<file path="config.mk">
export PLATFORM = sky130hd
export DESIGN_NAME = dual_ptr_unit
export DESIGN_NICKNAME = d
export VERILOG_FILES = /design/src/rtl/dual_ptr_pkg.sv /design/src/rtl/dual_ptr_ctrl.sv /design/src/rtl/dual_ptr_regs.sv /design/src/rtl/dual_ptr_unit.sv
export SDC_FILE = /design/constraint.sdc
export NUM_CORES = 1
export LEC_CHECK = 0
export ABC_AREA = 1
export BUFFER_PORTS_ARGS = -buffer_cell sky130_fd_sc_hd__buf_2
export CAP_MARGIN = 20
export CORE_MARGIN = 8
export CORE_UTILIZATION = 51
export CTS_BUF_LIST = sky130_fd_sc_hd__clkbuf_2 sky130_fd_sc_hd__clkbuf_4 sky130_fd_sc_hd__clkbuf_8
export CTS_CLUSTER_DIAMETER = 100
export CTS_CLUSTER_SIZE = 24
export DETAILED_ROUTE_END_ITERATION = 7
export PLACE_DENSITY = 0.79
export SETUP_SLACK_MARGIN = 0.5
export SLEW_MARGIN = 20
export SYNTH_ARGS = -nofsm -noshare
export SYNTH_HDL_FRONTEND = slang
export SYNTH_HIERARCHICAL = 1
export SYNTH_SLANG_ARGS = --single-unit
</file>
<file path="constraint.sdc">
create_clock -name clk -period 2.5 [get_ports clk]
set_input_delay 0.5 -clock clk [delete_from_list [all_inputs] [get_ports clk]]
set_output_delay 0.5 -clock clk [all_outputs]
set_load 0.01 [all_outputs]
</file>
<file path="src/rtl/dual_ptr_pkg.sv">
package dual_ptr_pkg;
  // command from control to the pointer datapath
  typedef struct packed {
    logic tgt;   // 1: pointer 1, 0: pointer 0
    logic ld;    // load immediate
    logic step;  // move by one
    logic down;  // direction of the move
  } ptr_cmd_t;
endpackage

</file>
<file path="src/rtl/dual_ptr_ctrl.sv">
module dual_ptr_ctrl
  import dual_ptr_pkg::*;
#(
  parameter int CTRL_W   = 8,
  parameter int SEL_POS  = 0,
  parameter int ZERO_HI  = 2,
  parameter int DIR0_POS = 4,
  parameter int DIR1_POS = 5
) (
  input  logic              clk,
  input  logic              rstN,
  input  logic              prefixHit,
  input  logic              opLoad,
  input  logic              opInc,
  input  logic              opJump,
  input  logic              opCodeRd,
  input  logic              opExtRd,
  input  logic              opExtWr,
  input  logic              autoUpd,
  input  logic              ctrlWrEn,
  input  logic [CTRL_W-1:0] ctrlWrData,
  output logic [CTRL_W-1:0] ctrlRdData,
  output logic              prefixActive,
  output ptr_cmd_t          cmd
);
  // constant-zero field between the select bit and ZERO_HI
  localparam logic [CTRL_W-1:0] ZERO_MASK =
    CTRL_W'((1 << (ZERO_HI + 1)) - (1 << (SEL_POS + 1)));

  logic [CTRL_W-1:0] ctrlQ;
  logic              prefixQ;
  logic              anyOp;
  logic              accessOp;
  logic              selBit;
  logic              tgtSel;

  assign accessOp = opCodeRd | opExtRd | opExtWr;
  assign anyOp    = opLoad | opInc | opJump | accessOp;
  assign selBit   = ctrlQ[SEL_POS];
  // the jump never honours the prefix
  assign tgtSel   = opJump ? selBit : (selBit ^ prefixQ);

  always_comb begin
    cmd.tgt  = tgtSel;
    cmd.ld   = opLoad;
    cmd.step = opInc | (accessOp & autoUpd);
    cmd.down = tgtSel ? ctrlQ[DIR1_POS] : ctrlQ[DIR0_POS];
  end

  always_ff @(posedge clk or negedge rstN) begin
    if (!rstN) begin
      ctrlQ <= '0;
    end else if (ctrlWrEn) begin
      ctrlQ <= ctrlWrData & ~ZERO_MASK;
    end
  end

  always_ff @(posedge clk or negedge rstN) begin
    if (!rstN) begin
      prefixQ <= 1'b0;
    end else if (prefixHit) begin
      prefixQ <= 1'b1;
    end else if (anyOp) begin
      prefixQ <= 1'b0;
    end
  end

  assign ctrlRdData   = ctrlQ;
  assign prefixActive = prefixQ;
endmodule

</file>
<file path="src/rtl/dual_ptr_regs.sv">
module dual_ptr_regs
  import dual_ptr_pkg::*;
#(
  parameter int PTR_W = 16
) (
  input  logic             clk,
  input  logic             rstN,
  input  ptr_cmd_t         cmd,
  input  logic [PTR_W-1:0] immData,
  output logic [PTR_W-1:0] addrOut,
  output logic [PTR_W-1:0] ptr0Rd,
  output logic [PTR_W-1:0] ptr1Rd
);
  localparam int NUM_PTR = 2;

  logic [NUM_PTR-1:0][PTR_W-1:0] ptrVal;

  for (genvar g = 0; g < NUM_PTR; g++) begin : g_ptr
    localparam logic IDX = 1'(g);
    logic [PTR_W-1:0] ptrQ;
    logic             hit;

    assign hit = (cmd.tgt == IDX);

    always_ff @(posedge clk or negedge rstN) begin
      if (!rstN) begin
        ptrQ <= '0;
      end else if (hit && cmd.ld) begin
        ptrQ <= immData;
      end else if (hit && cmd.step) begin
        ptrQ <= cmd.down ? (ptrQ - 1'b1) : (ptrQ + 1'b1);
      end
    end

    assign ptrVal[g] = ptrQ;
  end

  assign addrOut = ptrVal[cmd.tgt];
  assign ptr0Rd  = ptrVal[0];
  assign ptr1Rd  = ptrVal[1];
endmodule

</file>
<file path="src/rtl/dual_ptr_unit.sv">
module dual_ptr_unit
  import dual_ptr_pkg::*;
#(
  parameter int PTR_W    = 16,
  parameter int CTRL_W   = 8,
  parameter int SEL_POS  = 0,
  parameter int ZERO_HI  = 2,
  parameter int DIR0_POS = 4,
  parameter int DIR1_POS = 5
) (
  input  logic              clk,
  input  logic              rstN,
  input  logic              prefixHit,
  input  logic              opLoad,
  input  logic              opInc,
  input  logic              opJump,
  input  logic              opCodeRd,
  input  logic              opExtRd,
  input  logic              opExtWr,
  input  logic              autoUpd,
  input  logic [PTR_W-1:0]  immData,
  input  logic              ctrlWrEn,
  input  logic [CTRL_W-1:0] ctrlWrData,
  output logic [CTRL_W-1:0] ctrlRdData,
  output logic [PTR_W-1:0]  addrOut,
  output logic [PTR_W-1:0]  ptr0Rd,
  output logic [PTR_W-1:0]  ptr1Rd
);
  ptr_cmd_t cmd;
  logic     prefixActive;

  dual_ptr_ctrl #(
    .CTRL_W(CTRL_W), .SEL_POS(SEL_POS), .ZERO_HI(ZERO_HI),
    .DIR0_POS(DIR0_POS), .DIR1_POS(DIR1_POS)
  ) u_ctrl (
    .clk(clk), .rstN(rstN), .prefixHit(prefixHit),
    .opLoad(opLoad), .opInc(opInc), .opJump(opJump),
    .opCodeRd(opCodeRd), .opExtRd(opExtRd), .opExtWr(opExtWr),
    .autoUpd(autoUpd), .ctrlWrEn(ctrlWrEn), .ctrlWrData(ctrlWrData),
    .ctrlRdData(ctrlRdData), .prefixActive(prefixActive), .cmd(cmd)
  );

  dual_ptr_regs #(.PTR_W(PTR_W)) u_regs (
    .clk(clk), .rstN(rstN), .cmd(cmd), .immData(immData),
    .addrOut(addrOut), .ptr0Rd(ptr0Rd), .ptr1Rd(ptr1Rd)
  );
endmodule

</file>
==> results.sh, run 1 <==
export IMPL_grt_max_degree=40
export IMPL_htreeDepth=2
export IMPL_maxSlewHeadroom_pct=38.7
export IMPL_clk_pin_slew_ns=0.08
export IMPL_crit_arrival_ns=2.58
export IMPL_final_max_slew_violation_count=0
export IMPL_holdWs_ns=0.330
export IMPL_worstHoldPathType="input port to async pin"
export IMPL_power_total_uw=7310
export IMPL_drc=0
export IMPL_p_per_area_nw_per_um2=1270
export IMPL_synth_area_sq_um=3910
export IMPL_final_common_cell="nand2_1"
export IMPL_cts_root_buf="clkbuf_8"
export IMPL_nNetsFinal=825
export IMPL_via_per_inst=5.58
export IMPL_antenna_found_initial=0
export IMPL_grt_pass1_vias=4532
export IMPL_wirelength_microns=14700
export IMPL_drt_iter0_markers=329
export IMPL_cellLeakagePower_uw=0.00316
export IMPL_synth_cells=644
export IMPL_chipHeight_microns=104
export IMPL_cp_start_kind="flip-flop"
export IMPL_synth_seq_cells=39
export IMPL_floorplan_die_area_sq_um=10700
export IMPL_synth_top_area_share_pct=26.6
export IMPL_cts_made_buffers=5
export IMPL_crit_type="flip-flop to flip-flop"
export IMPL_drv_cap=0
export IMPL_critical_path_startpoint="u_ctrl/ctrlRdData[0]$_DFFE_PN0P_"
export IMPL_fmax_mhz=417
export IMPL_dpl_cell_count=820
export IMPL_io_buffers=86
export IMPL_grt_util_all_layers_pct=23.1
export IMPL_final_cell_mix="215 x nand2_1, 86 x buf_2, 77 x inv_1, 47 x nand2_2, 37 x dfrtp_1"
export IMPL_peakVddDrop_mv=0.691
export IMPL_clock_sinks=39
export IMPL_clockBufferDepth=2
export IMPL_overflow=0
export IMPL_fp_row_count=32
export IMPL_area_growth_syn_to_layout_pct=47.7
export IMPL_worstPathMaxFanout=8
export IMPL_min_period_ns=2.40
export IMPL_finalNonFillerCells=863
export IMPL_finalSetupViolCount=0
export IMPL_end_kind="flip-flop"
export IMPL_die_x_microns=104
export IMPL_cts_tree="yes"
export IMPL_min_period_over_period_pct=95.9
export IMPL_synth_area_leader_cell="nand2_1"
export IMPL_grt_setup_unrepaired="yes"
export IMPL_wl_per_cell_microns=17.0
export IMPL_grt_pass1_wl_microns=21100
export IMPL_hpwlAfterDp_microns=8860
export IMPL_fp_coreArea_sq_um=7570
export IMPL_ant_nets=0
export IMPL_yosys_top_cells_area="nand2_1 27%, dfrtp_1 25%, ha_1 9.0%, inv_1 8.7%, nand3_1 6.4%"
export IMPL_worst_slack_ns=0.103
export IMPL_layout_drive_gt1_share_pct=40.1
export IMPL_pre_cts_slack_ns=-0.0409
export IMPL_outcome="complete, no violations"
export IMPL_n_antenna_cell=0
export IMPL_syn_area_per_cell_sq_um=6.07
export IMPL_synth_distinct_cells=33
export IMPL_hold_viol_final=0
export IMPL_rr_startpoint="u_ctrl/ctrlRdData[0]$_DFFE_PN0P_"
export IMPL_drt_pass1_iterations=5
export IMPL_io_pins=91
export IMPL_initial_core_util_pct=51.7
export IMPL_seq_area_frac_synth_pct=25.0
export IMPL_routabilityCongestion=0.884
export IMPL_yosysWarnings=6
export IMPL_via_count=4818
export IMPL_clkLatencyLatePin_ns=0.30
export IMPL_required_ns=2.69
export IMPL_skew_ns=0.00490
export IMPL_worst_slew_pin_slew_ns=0.919
## logic make-up (layout without fill, tap and decap cells)
kind of cell | count (synthesis) | after routing | synth area share (%)
flip-flops | 39 | 39 | 25.0
AND/OR/NAND/NOR | 391 | 394 | 41.1
AO/OA/AOI/OAI | 56 | 56 | 8.32
multiplexers | 5 | 5 | 1.92
XOR/XNOR | 8 | 8 | 1.79
adder cells (fa/ha/maj) | 30 | 30 | 9.98
other | 1 | 2 | 0.0959
buffers and inverters | 114 | 227 | 11.8
## sequential cells by signal, summed over array words and instances (netlist names)
name and flops:
u_ctrl/prefixActive 1, u_regs/ptr0Rd 16, u_ctrl/ctrlRdData 6, u_regs/ptr1Rd 16
## cell usage after synthesis
cell / number
buf_2: 7
a21oi_1: 21
nand2_1: 277
a21o_1: 1
and2_1: 1
o21ai_2: 3
or2_4: 1
o211ai_1: 11
o22ai_1: 1
inv_1: 91
ha_1: 28
nand3_1: 50
nand3b_4: 1
nand4_1: 2
inv_2: 7
fa_1: 2
dfrtp_1: 39
o21ai_0: 12
nor2_1: 40
xor2_1: 4
o21ai_1: 6
xnor2_1: 4
and2_4: 1
mux2_4: 5
buf_4: 5
nor2_4: 1
clkbuf_1: 3
or2_1: 10
buf_6: 1
conb_1: 1
nand3b_1: 1
o21bai_1: 1
nor3_1: 6
## stage by stage
step | utilization (%) | instance area, sq um | TNS [ns]
after floorplan | - | 4040 | 0
after global placement | 59.8 | 4530 | 0
after detailed placement | 59.8 | 4530 | -0.109
after CTS | 67.5 | 5110 | 0
after global routing | 76.3 | 5780 | 0
final | 76.3 | 5780 | 0
## layout make-up
class | instances | area [sq um]
clock buffer | 6 | 82.6
clock inverter | 2 | 35.0
fill | 540 | 1790
inverter | 98 | 390
multi-input combinational | 495 | 3360
sequential | 39 | 978
tap | 102 | 128
timing repair buffer | 121 | 802
## path summary, 6_finish.rpt
check	cells after the start	endpoint	slack [ns]
max	11	u_regs/ptr0Rd[4]$_DFFE_PN0P_	0.10
min	1	u_ctrl/ctrlRdData[4]$_DFFE_PN0P_	0.33
max reg2reg	11	u_regs/ptr0Rd[4]$_DFFE_PN0P_	0.10
min reg2reg	1	u_ctrl/ctrlRdData[7]$_DFFE_PN0P_	0.52
max in group asynchronous	1	u_ctrl/prefixActive$_DFFE_PN0P_	1.55
min in group clk	2	u_ctrl/prefixActive$_DFFE_PN0P_	0.39
## where the power goes
part / internal (uW) / switching [uW] / total [uW]
combinational: 2290 / 3130 / 5420
sequential: 878 / 442 / 1320
clock: 324 / 250 / 573
total: 3490 / 3820 / 7310
## worst max-delay path: stages (launching register included)
cell	delay, ns
dfrtp_2	0.47
buf_6	0.14
nand2_4	0.06
nand3_4	0.14
buf_12	0.18
nand2_8	0.15
ha_4	0.25
or2_4	0.27
and2_4	0.17
xor2_1	0.16
o211ai_1	0.21
nand2_1	0.07
## routing by layer
metal / up-vias / part of all wire [%] / track usage, %
met3: 53 / 7.9 / 5.39
li1: 2244 / - / -
met1: 2248 / 40 / 28.1
met5: - / 0 / 0
met4: 0 / 3.6 / 6.30
met2: 273 / 48 / 39.6
## what timing repair did
item | in CTS | in global routing
buffers inserted | 10 | 21
setup endpoints to repair | 43 | 45
hold buffers | 0 | 0
gates resized for setup | 68 | 124
pin swaps | 36 | 73
cloned | 3 | 1
Power figures use the tool's default switching activity.
==> run 2: changes to the inputs <==
--- a/config.mk
+++ b/config.mk
@@ -9,12 +9,12 @@
 export BUFFER_PORTS_ARGS = -buffer_cell sky130_fd_sc_hd__buf_2
 export CAP_MARGIN = 20
 export CORE_MARGIN = 8
-export CORE_UTILIZATION = 51
-export CTS_BUF_LIST = sky130_fd_sc_hd__clkbuf_2 sky130_fd_sc_hd__clkbuf_4 sky130_fd_sc_hd__clkbuf_8
+export CORE_UTILIZATION = 40
+export CTS_BUF_LIST = sky130_fd_sc_hd__clkbuf_16
 export CTS_CLUSTER_DIAMETER = 100
 export CTS_CLUSTER_SIZE = 24
 export DETAILED_ROUTE_END_ITERATION = 7
-export PLACE_DENSITY = 0.79
+export PLACE_DENSITY = 0.7
 export SETUP_SLACK_MARGIN = 0.5
 export SLEW_MARGIN = 20
 export SYNTH_ARGS = -nofsm -noshare
==> results.sh, run 2 (same netlist as run 1, synthesis figures left out) <==
export IMPL_worst_slew_pin_slew_ns=0.793
export IMPL_floorplan_die_area_sq_um=13200
export IMPL_final_cell_mix="253 x nand2_1, 88 x inv_1, 86 x buf_2, 39 x nand3_1, 38 x nor2_1"
export IMPL_skew_ns=0.00622
export IMPL_hold_viol_final=0
export IMPL_fmax_mhz=446
export IMPL_via_per_inst=5.09
export IMPL_layout_drive_gt1_share_pct=28.6
export IMPL_grt_pass1_wl_microns=20400
export IMPL_drc=0
export IMPL_drt_pass1_iterations=5
export IMPL_end_kind="primary output"
export IMPL_outcome="complete, no violations"
export IMPL_cp_cell_sequence="inv_2 > nand3_2 > nand2_1 > buf_4 > nand2_1 > nand2_1 > buf_2"
export IMPL_min_period_ns=2.24
export IMPL_die_x_microns=115
export IMPL_worstHoldPathType="input port to async pin"
export IMPL_crit_type="flip-flop to primary output"
export IMPL_nNetsFinal=810
export IMPL_critical_path_startpoint="u_ctrl/ctrlRdData[0]$_DFFE_PN0P_"
export IMPL_drv_cap=0
export IMPL_area_growth_syn_to_layout_pct=36.6
export IMPL_io_buffers=86
export IMPL_p_per_area_nw_per_um2=1240
export IMPL_via_count=4475
export IMPL_clk_pin_slew_ns=0.06
export IMPL_clkLatencyLatePin_ns=0.28
export IMPL_min_period_over_period_pct=89.7
export IMPL_cp_slowest_cell="dfrtp_2"
export IMPL_finalNonFillerCells=879
export IMPL_cts_root_buf="clkbuf_16"
export IMPL_chipHeight_microns=115
export IMPL_wl_per_cell_microns=14.6
export IMPL_worst_slack_ns=0.256
export IMPL_dpl_cell_count=852
export IMPL_htreeDepth=2
export IMPL_maxSlewHeadroom_pct=47.2
export IMPL_overflow=0
export IMPL_clockBufferDepth=2
export IMPL_peakVddDrop_mv=0.474
export IMPL_ant_nets=0
export IMPL_required_ns=2.00
export IMPL_holdBufCountCts=0
export IMPL_cellLeakagePower_uw=0.00302
export IMPL_crit_arrival_ns=1.74
export IMPL_setup_worst_path_end="addrOut[6]"
export IMPL_fillCellCount=949
export IMPL_cpMostUsedCell="nand2_1"
export IMPL_grt_setup_unrepaired="yes"
export IMPL_rr_startpoint="u_ctrl/prefixActive$_DFFE_PN0P_"
export IMPL_multi_input_comb_area_sq_um=2990
export IMPL_pre_cts_slack_ns=-0.0322
export IMPL_cp_start_kind="flip-flop"
export IMPL_antenna_found_initial=0
export IMPL_grt_pass1_vias=4451
export IMPL_finalSetupViolCount=0
export IMPL_reg2reg_depth=15
export IMPL_drt_iter0_markers=218
export IMPL_grt_util_all_layers_pct=19.0
export IMPL_max_stage_delay_ns=0.44
export IMPL_regArea_sq_um=978
export IMPL_worst_r2r_setup_slack_ns=0.26
export IMPL_n_antenna_cell=0
export IMPL_worstPathMaxFanout=12
export IMPL_hpwlAfterDp_microns=9180
export IMPL_initial_core_util_pct=40.6
export IMPL_fp_row_count=36
export IMPL_cts_tree="yes"
export IMPL_cts_made_buffers=5
export IMPL_final_common_cell="nand2_1"
export IMPL_clock_sinks=39
export IMPL_final_max_slew_violation_count=0
export IMPL_routabilityCongestion=0.878
export IMPL_io_pins=91
export IMPL_r2r_end="u_regs/ptr1Rd[13]$_DFFE_PN0P_"
export IMPL_fp_coreArea_sq_um=9640
export IMPL_holdWs_ns=0.278
export IMPL_wirelength_microns=12800
export IMPL_grt_max_degree=40
-- run 2: cell types whose count changed in the layout (fill, tap and decap cells not counted), sizes merged --
| cell | change |
|---|---|
| inv | +2 |
| clkbuf | -2 |
| bufinv | +1 |
| nand2 | -1 |
| buf | -13 |
| clkinv | -2 |
-- run 2: worst max-delay path: cells and delay by family, from the launching register on --
family                 cells  cell delay [ns]
buffers and inverters      3             0.48
DFF                        1             0.44
and+or+nand+nor            4             0.54
-- run 2: where the power goes --
group | switching, uW | internal (uW)
Combinational | 2550 | 1920
Clock | 259 | 569
Sequential | 423 | 880
Total | 3230 | 3370
-- run 2: layer usage --
metal	wire length [microns]	GRT usage (%)
met5	0	0
met4	216	3.68
met3	991	4.73
met2	5950	32.3
met1	5650	23.9
-- run 2: repair_timing --
item / 4_1_cts / 5_1_grt
gates resized for setup: 54 / 20
pin swaps: 23 / 19
buffers inserted: 10 / 7
setup endpoints to repair: 43 / 46
cloned: 2 / 0
-- run 2: worst min path at each step --
stage | startpoint | to | slack (ns) | cells after the start
after global placement | u_ctrl/ctrlRdData[3]$_DFFE_PN0P_ | u_ctrl/ctrlRdData[3]$_DFFE_PN0P_ | 0.50 | 1
final | rstN | u_regs/ptr1Rd[11]$_DFFE_PN0P_ | 0.28 | 2
after global routing | rstN | u_regs/ptr1Rd[15]$_DFFE_PN0P_ | 0.33 | 2
after CTS | rstN | u_regs/ptr1Rd[15]$_DFFE_PN0P_ | 0.30 | 2
after detailed placement | u_ctrl/ctrlRdData[6]$_DFFE_PN0P_ | u_ctrl/ctrlRdData[6]$_DFFE_PN0P_ | 0.49 | 1
after floorplan | rstN | u_ctrl/ctrlRdData[0]$_DFFE_PN0P_ | 0.20 | 0
-- run 2: metrics by stage --
step	instance area (sq um)	utilization (%)	power, uW	TNS, ns
final	5340	55.4	6600	0
after CTS	5200	54.0	6370	0
after global placement	4570	47.4	4880	0
after global routing	5340	55.4	7220	0
after detailed placement	4570	47.4	4990	-0.107
after floorplan	4040	-	3890	0
-- run 2: final cells by class --
cell class	instances	area share (%)
Multi-Input combinational cell	494	55.9
Inverter	98	7.02
Clock inverter	3	1.19
Timing Repair Buffer	107	12.1
Clock buffer	5	2.34
Tap cell	133	3.11
Sequential cell	39	18.3
==> run 3: changes to the inputs <==
--- a/config.mk
+++ b/config.mk
@@ -8,13 +8,15 @@
 export ABC_AREA = 1
 export BUFFER_PORTS_ARGS = -buffer_cell sky130_fd_sc_hd__buf_2
 export CAP_MARGIN = 20
+export CELL_PAD_IN_SITES_DETAIL_PLACEMENT = 0
+export CELL_PAD_IN_SITES_GLOBAL_PLACEMENT = 1
 export CORE_MARGIN = 8
-export CORE_UTILIZATION = 40
+export CORE_UTILIZATION = 34
 export CTS_BUF_LIST = sky130_fd_sc_hd__clkbuf_16
 export CTS_CLUSTER_DIAMETER = 100
 export CTS_CLUSTER_SIZE = 24
 export DETAILED_ROUTE_END_ITERATION = 7
-export PLACE_DENSITY = 0.7
+export PLACE_DENSITY = 0.83
 export SETUP_SLACK_MARGIN = 0.5
 export SLEW_MARGIN = 20
 export SYNTH_ARGS = -nofsm -noshare
==> results.sh, run 3 (same netlist as run 1, synthesis figures left out) <==
export IMPL_outcome="complete, no violations"
export IMPL_worst_slew_pin_slew_ns=0.946
export IMPL_drt_iter0_markers=273
export IMPL_chipHeight_microns=123
export IMPL_io_buffers=86
export IMPL_pre_cts_slack_ns=-0.0774
export IMPL_crit_arrival_ns=2.54
export IMPL_drv_cap=0
export IMPL_drt_pass1_iterations=5
export IMPL_worst_slack_ns=0.134
export IMPL_worstPathMaxFanout=8
export IMPL_grt_util_all_layers_pct=17.3
export IMPL_clkLatencyLatePin_ns=0.29
export IMPL_fin_area_sq_um=5610
export IMPL_fp_row_count=39
export IMPL_layout_drive_gt1_share_pct=32.7
export IMPL_wirelength_microns=13300
export IMPL_clk_pin_slew_ns=0.06
export IMPL_routabilityCongestion=0.834
export IMPL_via_count=4339
export IMPL_wl_per_cell_microns=14.9
export IMPL_grt_max_degree=40
export IMPL_cts_root_buf="clkbuf_16"
export IMPL_crit_type="flip-flop to flip-flop"
export IMPL_cellLeakagePower_uw=0.00312
export IMPL_min_period_over_period_pct=94.6
export IMPL_clockBufferDepth=2
export IMPL_skew_ns=0.00660
export IMPL_finalSetupViolCount=0
export IMPL_grt_setup_unrepaired="yes"
export IMPL_final_common_cell="nand2_1"
export IMPL_clock_sinks=39
export IMPL_peakVddDrop_mv=0.531
export IMPL_p_per_area_nw_per_um2=1250
export IMPL_min_period_ns=2.37
export IMPL_grt_pass1_wl_microns=21000
export IMPL_cts_made_buffers=5
export IMPL_cts_tree="yes"
export IMPL_area_growth_syn_to_layout_pct=43.3
export IMPL_drc=0
export IMPL_fp_coreArea_sq_um=11300
export IMPL_holdWs_ns=0.358
export IMPL_grt_pass1_vias=4308
export IMPL_fmax_mhz=423
export IMPL_floorplan_die_area_sq_um=15200
export IMPL_placed_area_sq_um=4590
export IMPL_overflow=0
export IMPL_n_antenna_cell=0
export IMPL_cp_start_kind="flip-flop"
export IMPL_via_per_inst=4.86
export IMPL_worstHoldPathType="input port to async pin"
export IMPL_io_pins=91
export IMPL_initial_core_util_pct=34.5
export IMPL_tns_ns=0
export IMPL_final_max_slew_violation_count=0
export IMPL_htreeDepth=2
export IMPL_ant_nets=0
export IMPL_end_kind="flip-flop"
export IMPL_hold_viol_final=0
export IMPL_nNetsFinal=814
export IMPL_die_x_microns=123
export IMPL_antenna_found_initial=0
export IMPL_holdBufCountCts=0
export IMPL_hpwlAfterDp_microns=9650
export IMPL_maxSlewHeadroom_pct=36.9
export IMPL_required_ns=2.67
export IMPL_final_cell_mix="239 x nand2_1, 88 x inv_1, 86 x buf_2, 37 x nor2_1, 37 x dfrtp_1"
==> run 3: cell count changes in the layout (fill, tap and decap cells not counted), sizes merged <==
cell / before / now
buf: 107 / 110
nand2: 279 / 280
==> run 3: area by class of cell <==
type	count	area, sq um
fillers	1175	5710
multi-input cells	495	3210
flip-flops and latches	39	978
repair buffers	110	667
inverters	98	383
well taps	143	179
clock buffers	5	125
clock inverters	3	63.8
==> run 3: where the power goes <==
group | switching (uW) | internal (uW)
clock | 261 | 568
sequential | 437 | 880
combinational | 2750 | 2120
total | 3450 | 3560
==> run 3: critical path: stages (launching register included) <==
cell and delay (ns):
dfrtp_2 0.45, nand2_4 0.09, nand2_4 0.08, nand3_4 0.22
nand2_8 0.25, ha_4 0.23, or2_4 0.27, nand3b_1 0.14
nand2_2 0.11, nand2_2 0.08, nand2_1 0.05, nand2_1 0.07
nand3_2 0.07, nand2_1 0.09, nand2_1 0.05
==> run 3: path summary, 6_finish.rpt <==
kind,from,to,slack [ns],depth (start not counted)
min,rstN,u_ctrl/ctrlRdData[3]$_DFFE_PN0P_,0.36,1
max in group asynchronous,rstN,u_ctrl/prefixActive$_DFFE_PN0P_,1.50,1
min reg2reg,u_ctrl/ctrlRdData[3]$_DFFE_PN0P_,u_ctrl/ctrlRdData[3]$_DFFE_PN0P_,0.53,1
max reg2reg,u_ctrl/prefixActive$_DFFE_PN0P_,u_regs/ptr1Rd[13]$_DFFE_PN0P_,0.13,14
min in group clk,prefixHit,u_ctrl/prefixActive$_DFFE_PN0P_,0.41,2
max,u_ctrl/prefixActive$_DFFE_PN0P_,u_regs/ptr1Rd[13]$_DFFE_PN0P_,0.13,14
==> run 3: metal layers <==
metal / share of wire [%] / vias to the layer above / GRT usage (%) / wire, microns
met1: 46 / 2001 / 22.4 / 6180
met2: 46 / 118 / 28.8 / 6110
li1: - / 2211 / - / -
met4: 0.92 / 0 / 3.09 / 123
met5: 0 / - / 0 / 0
met3: 6.7 / 9 / 4.43 / 890
==> run 3: what timing repair did <==
item                                    4_1_cts  5_1_grt
endpoints found under the hold margin         0        0
endpoints found under the setup margin       42       45
buffers inserted                             10       10
gates cloned                                  3        0
pin swaps                                    14       41
gates resized for setup                      45       76
==> run 3: metrics by stage <==
stage,power [uW],std cells,utilization (%)
6_report,7010,893,49.5
5_1_grt,7690,893,49.5
4_1_cts,6390,883,45.5
3_5_place_dp,5040,862,40.5
3_3_place_gp,4970,862,40.5
2_1_floorplan,3890,645,-
